`src/rtl/cnt_pkg.sv`:
```
package cnt_pkg;
    // Kind of update applied to the count on the next edge.
    typedef enum logic [2:0] {
        STEP_HOLD,
        STEP_INC,
        STEP_DEC,
        STEP_CLR,
        STEP_PRESET
    } step_kind_e;
endpackage

```
`src/rtl/cnt_toggle_mask.sv`:
```
// Toggle masks of a T flip-flop counter. In up counting a bit flips when
// every lower bit is 1; in down counting, when every lower bit is 0.
module cnt_toggle_mask #(
    parameter int WIDTH = 4
) (
    input  logic [WIDTH-1:0] cur,
    output logic [WIDTH-1:0] up_mask,
    output logic [WIDTH-1:0] dn_mask
);
    for (genvar i = 0; i < WIDTH; i++) begin : g_bit
        if (i == 0) begin : g_lsb
            assign up_mask[i] = 1'b1;
            assign dn_mask[i] = 1'b1;
        end else begin : g_upper
            assign up_mask[i] = &cur[i-1:0];
            assign dn_mask[i] = ~|cur[i-1:0];
        end
    end
endmodule

```
`src/rtl/cnt_terminal.sv`:
```
// Decodes the boundary values of the count for the current mode.
module cnt_terminal #(
    parameter int WIDTH   = 4,
    parameter int DEC_MOD = 10
) (
    input  logic [WIDTH-1:0] cur,
    input  logic             dir_up,
    input  logic             dec_mode,
    output logic             at_dec_top,
    output logic             at_zero,
    output logic             dec_oor,
    output logic             terminal
);
    localparam logic [WIDTH-1:0] DEC_TOP = WIDTH'(DEC_MOD - 1);

    logic at_bin_top;

    always_comb begin
        at_bin_top = &cur;
        at_dec_top = (cur == DEC_TOP);
        at_zero    = ~|cur;
        dec_oor    = (cur > DEC_TOP);
        if (dir_up) begin
            terminal = dec_mode ? at_dec_top : at_bin_top;
        end else begin
            terminal = at_zero;
        end
    end
endmodule

```
`src/rtl/sync_cnt_stage.sv`:
```
module sync_cnt_stage
    import cnt_pkg::*;
#(
    parameter int WIDTH   = 4,
    parameter int DEC_MOD = 10
) (
    input  logic             clk,
    input  logic             rst,
    input  logic             en_count,
    input  logic             en_chain,
    input  logic             dir_up,
    input  logic             dec_mode,
    output logic [WIDTH-1:0] count_o,
    output logic             carry_o
);
    localparam logic [WIDTH-1:0] DEC_TOP = WIDTH'(DEC_MOD - 1);

    typedef struct packed {
        logic [WIDTH-1:0] count;
    } state_t;

    state_t     st_d, st_q;
    step_kind_e step_d;

    logic [WIDTH-1:0] up_mask, dn_mask;
    logic at_dec_top, at_zero, dec_oor, terminal;

    cnt_toggle_mask #(.WIDTH(WIDTH)) u_mask (
        .cur     (st_q.count),
        .up_mask (up_mask),
        .dn_mask (dn_mask)
    );

    cnt_terminal #(.WIDTH(WIDTH), .DEC_MOD(DEC_MOD)) u_term (
        .cur        (st_q.count),
        .dir_up     (dir_up),
        .dec_mode   (dec_mode),
        .at_dec_top (at_dec_top),
        .at_zero    (at_zero),
        .dec_oor    (dec_oor),
        .terminal   (terminal)
    );

    always_comb begin
        if (rst) begin
            step_d = STEP_CLR;
        end else if (!(en_count && en_chain)) begin
            step_d = STEP_HOLD;
        end else if (dec_mode && dec_oor) begin
            step_d = STEP_CLR;
        end else if (dir_up) begin
            step_d = (dec_mode && at_dec_top) ? STEP_CLR : STEP_INC;
        end else begin
            step_d = (dec_mode && at_zero) ? STEP_PRESET : STEP_DEC;
        end

        st_d = st_q;
        unique case (step_d)
            STEP_INC:    st_d.count = st_q.count ^ up_mask;
            STEP_DEC:    st_d.count = st_q.count ^ dn_mask;
            STEP_CLR:    st_d.count = '0;
            STEP_PRESET: st_d.count = DEC_TOP;
            default:     st_d.count = st_q.count;
        endcase
    end

    always_ff @(posedge clk) begin
        st_q <= st_d;
    end

    assign count_o = st_q.count;
    assign carry_o = en_chain & terminal;
endmodule

```
`config.mk`:
```
export PLATFORM = sky130hd
export DESIGN_NAME = sync_cnt_stage
export DESIGN_NICKNAME = d
export VERILOG_FILES = /design/src/rtl/cnt_pkg.sv /design/src/rtl/cnt_toggle_mask.sv /design/src/rtl/cnt_terminal.sv /design/src/rtl/sync_cnt_stage.sv
export SDC_FILE = /design/constraint.sdc
export NUM_CORES = 1
export LEC_CHECK = 0
export BUFFER_PORTS_ARGS = -buffer_cell sky130_fd_sc_hd__buf_4
export CORE_AREA = 5 5 42 44
export CTS_CLUSTER_DIAMETER = 120
export DETAILED_ROUTE_END_ITERATION = 8
export DIE_AREA = 0 0 47 49
export PLACE_DENSITY_LB_ADDON = 0.25
export SLEW_MARGIN = 0
export SYNTH_ARGS = -nofsm -noshare
export SYNTH_HDL_FRONTEND = slang
export SYNTH_SLANG_ARGS = --single-unit
export TNS_END_PERCENT = 50
```
`constraint.sdc`:
```
create_clock -name clk -period 1.9 [get_ports clk]
set_clock_uncertainty 0.15 [all_clocks]
set_input_delay 0.19 -clock clk [delete_from_list [all_inputs] [get_ports clk]]
set_output_delay 0.19 -clock clk [all_outputs]
set_load 0.1 [all_outputs]
```
* Word-level counts from Yosys, hierarchy flattened *
Index checks and enable logic that the tools add are counted.

storage, ports and cells
  output and inout bits = 5
  word-level logic and storage cells = 34
  register bits after elaboration = 4
  input bits = 6

cells by class
  eq/ne operators = 5
  mux-type cells = 9
  reductions and logical operators = 15
  bitwise logic cells = 3
  order comparisons = 1

operator list
  cell                number
  $pmux 4 s4          1
  $mux 3              5
  $xor 4x4->4         2
  $eq 3x2->1 const B  2
  $eq 4x4->1 const B  1
  $gt 4x4->1 const B  1
  $logic_and 1x1->1   4
  $logic_not 1->1     4
  $reduce_and 4->1    1
  $reduce_bool 4->1   1
  $reduce_or 4->1     1
  $eq 3x1->1 const B  1
  $eq 3x3->1 const B  1
  $reduce_and 3->1    1
  $reduce_or 3->1     1
  $mux 1              2
  $mux 2              1
  $reduce_and 2->1    1
  $reduce_or 2->1     1
  $and 1x1->1         1

* Longest topological paths before layout *
  word-level depth = 10
  gate-level depth with buffers = 5
  mapped depth without buffers = 4

* Hierarchy *
From an unflattened synthesis, not the netlist that was laid out.

unflattened totals
  cells, all modules = 56
  area, all modules = 462.9 µm²

modules (own cells, without submodules)
  module           instances  cells an instance  sequential area each (µm²)  area an instance (µm²)
  sync_cnt_stage   1          38                 120.1                       342.8
  cnt_terminal     1          9                  0.0                         67.6
  cnt_toggle_mask  1          9                  0.0                         52.6

* Worst setup path after synthesis *
No wires, ideal clock.

  path kind = register to output
  from = register st_q (netlist bit count_o[3])
  to = output carry_o
  path slack = -872 ps
  cell stages (with the launch flop) = 6
  buffers on the path = 1
  data arrival time = 2432 ps
  cells stage by stage = edfxtp_1 > clkbuf_1 > and2_1 > a31o_1 > o2bb2ai_1 > and2_1

on the way
  cells in the longest elaborated chain, start to end = 4

RTL lines
  what                                              line                                    text
  from (decl)                                       sync_cnt_stage.sv:22                    state_t st_d, st_q;
  from (signal assigned)                            sync_cnt_stage.sv:68                    st_q <= st_d;
  $eq 4x4->1 (tied with other cells)                cnt_terminal.sv:20                      at_dec_top = (cur == DEC_TOP);
  $mux 1 / $logic_not 1->1 (equally long branches)  cnt_terminal.sv:24, cnt_terminal.sv:21
  $mux 1 *                                          cnt_terminal.sv:23                      if (dir_up) begin
  $and 1x1->1 *                                     sync_cnt_stage.sv:72                    assign carry_o = en_chain & terminal;
  to (decl)                                         sync_cnt_stage.sv:14                    output logic carry_o

Every way passes the cells marked *; elsewhere a longest branch is shown, timed or not.

* Worst setup path in the final report *
  from = register st_q (netlist bit count_o[0])
  to = output carry_o

The elaborated chain is that of the path after synthesis.

==> flow_summary.json <==
{
  "ys_ff_latch": 4,
  "whs_endpoint": "count_o[2]$_DFFE_PP_",
  "yosysWarnings": 0,
  "antenna_found_initial": 0,
  "nFillCells": 151,
  "r2r_start": "count_o[0]$_DFFE_PP_",
  "max_slew_margin": 0.747,
  "r2r_cells": 4,
  "hold_path.class": "input pin to register",
  "arrival_ns": 1.52,
  "io-pin-count": 11,
  "drt_pass1_iterations": 4,
  "grt_pass1_vias": 441,
  "final_common_cell": "buf_4",
  "ff2ff_setup_slack_ns": 0.20,
  "routed.top_layer": "met4",
  "gp_congestion": 0.745,
  "dieArea_um2": 2300,
  "synthTopCellsByArea": "edfxtp_1, nand4b_1, o21ai_0, clkbuf_1, a41oi_2",
  "crit_type": "register to output pin",
  "synthCells": 56,
  "stdcell_area_um2": 669,
  "diodes": 0,
  "final_core_util": 0.478,
  "synth_area_leader_cell": "edfxtp_1",
  "netlist.area_leader.share": 0.261,
  "largest_reg_flops": 4,
  "synth_nets": 62,
  "grt_overflow": 0,
  "cts_tree": "built",
  "seq_area_frac_synth": 0.261,
  "fp.dieH_um": 49,
  "dp_hpwl_um": 957,
  "reg2reg_to": "count_o[3]$_DFFE_PP_",
  "cts.htree.levels": 1,
  "crit_fanout": 6,
  "max-vdd-ir-drop_v": 0.000326,
  "dr_wl_met2_um": 635,
  "tightest_slew_ns": 0.376,
  "die_x_um": 47,
  "syn2layout_area_growth_pct": 45.4,
  "status": "completed",
  "min-delay-start": "rst",
  "m1WireLength_um": 606,
  "post-route-min-period_ns": 1.86,
  "synth_area_um2": 460,
  "place_inst": 84,
  "postPlaceCellArea_um2": 594,
  "holdBufCountCts": 0,
  "vias": 505,
  "final-seq-area_um2": 120,
  "setup_viol": 0,
  "detail_route.wl_per_cell_um": 14.5,
  "timing.final.crit_share": 0.981,
  "drt_wl_total_um": 1310,
  "portBuffers": 10,
  "fmax_ghz": 0.537,
  "cp-end-kind": "output pin",
  "cts_made_buffers": 3,
  "cts_max_path_buffers": 2,
  "core_um2": 1400,
  "crit_start": "count_o[0]$_DFFE_PP_",
  "cts.sinks": 4,
  "nets": 82,
  "startpoint_type": "register",
  "final_cell_mix": "buf_4, o21ai_0, nand4b_1, nand2_1, edfxtp_1",
  "multi_input_area_um2": 340,
  "gr-usage-all-layers": 0.121,
  "rows": 14,
  "initial_core_util": 0.329,
  "root_buffer": "clkbuf_4",
  "drv_cap": 0,
  "ant_nets": 0,
  "power_density_nw_per_um2": 727,
  "met3_length_um": 34,
  "drive_gt1_frac": 0.432,
  "grt_start_max_net_pins": 12,
  "avgSynthCellArea_um2": 8.22,
  "cp.required_ns": 1.56,
  "slew_violations": 0,
  "drc_errors": 0,
  "hold_depth": 4,
  "ys_types": 32,
  "hold_viol": 0,
  "clk_pin_slew_worst_paths_ns": 0.04,
  "clock_latency_ns": 0.24,
  "finalNonFillerCells": 90,
  "grt_first_pass_wirelength_um": 1990,
  "routed_via_density": 5.61,
  "drt_iter0_drc": 5,
  "leakagePower_nw": 0.268
}
layout make-up:
cell class | instances | share of cell area
Tap cell | 16 | 0.0299
Multi-Input combinational cell | 47 | 0.508
Clock buffer | 3 | 0.0336
Timing Repair Buffer | 20 | 0.249
Sequential cell | 4 | 0.179
synthesized netlist by cell type:
library cell / count
nor2b_1: 1
a31o_1: 1
and4bb_2: 1
nand3b_1: 1
nor3_1: 1
nor3b_1: 1
nor4b_2: 1
nand3_1: 1
and3b_1: 1
o31ai_1: 1
nor4_1: 1
and2_1: 2
xor2_1: 1
a211oi_1: 1
a211o_1: 1
nand4bb_1: 1
o2bb2ai_1: 1
a31oi_1: 1
and3_1: 1
nand2_1: 4
o21ai_1: 1
o21ai_2: 1
nor2_1: 4
a21o_1: 1
a41oi_2: 1
o22ai_1: 1
nand4b_1: 4
nand2b_1: 2
clkbuf_1: 5
a21oi_1: 3
o21ai_0: 5
edfxtp_1: 4
worst max path at each step:
stage | to | slack (ns) | depth (start not counted)
6_report | carry_o | 0.04 | 5
3_5_place_dp | carry_o | 0.20 | 5
3_3_place_gp | carry_o | 0.21 | 5
4_1_cts | carry_o | 0.009 | 5
5_1_grt | carry_o | -0.007 | 5
2_1_floorplan | carry_o | -0.40 | 5
stage by stage:
step                      TNS [ns]  setup WS (ns)  total power [W]  hold slack (ns)
final                            0         0.0367         0.000487            0.223
after global routing      -0.00728       -0.00728         0.000516            0.223
after floorplan              -1.39         -0.402         0.000296            0.310
after global placement           0          0.207         0.000359            0.461
after CTS                        0        0.00857         0.000476            0.216
after detailed placement         0          0.202         0.000360            0.463
repair_timing:
item,CTS,global route
pin swaps,0,3
setup endpoints to repair,1,1
endpoints found under the hold margin,0,0
resized for setup,1,6
buffers inserted,2,1
report_power, final:
group	internal (W)	switching, W	leakage [nW]
Combinational	0.0000931	0.000163	0.212
Sequential	0.000112	0.0000106	0.0420
Clock	0.0000708	0.0000374	0.0138
per-layer routing:
layer / global-route usage / vias up
li1: - / 255
met1: 0.161 / 238
met2: 0.174 / 8
met3: 0.0111 / 4
met4: 0.0829 / 0
met5: 0 / -
logic make-up after synthesis:
logic type,after synthesis,share of synthesized area
buffers and inverters,5,0.0408
and+or+nand+nor,27,0.394
xor gates and xnor gates,1,0.0190
AOI/OAI and AO/OA,19,0.285
DFF,4,0.261
worst max-delay path, cell delays in order, from the launching register on:
cell	delay [ns]
edfxtp_1	0.48
buf_6	0.18
a31o_1	0.18
o2bb2ai_2	0.12
and2_4	0.16
buf_12	0.16
No activity file was read; power rests on OpenSTA's default activity.
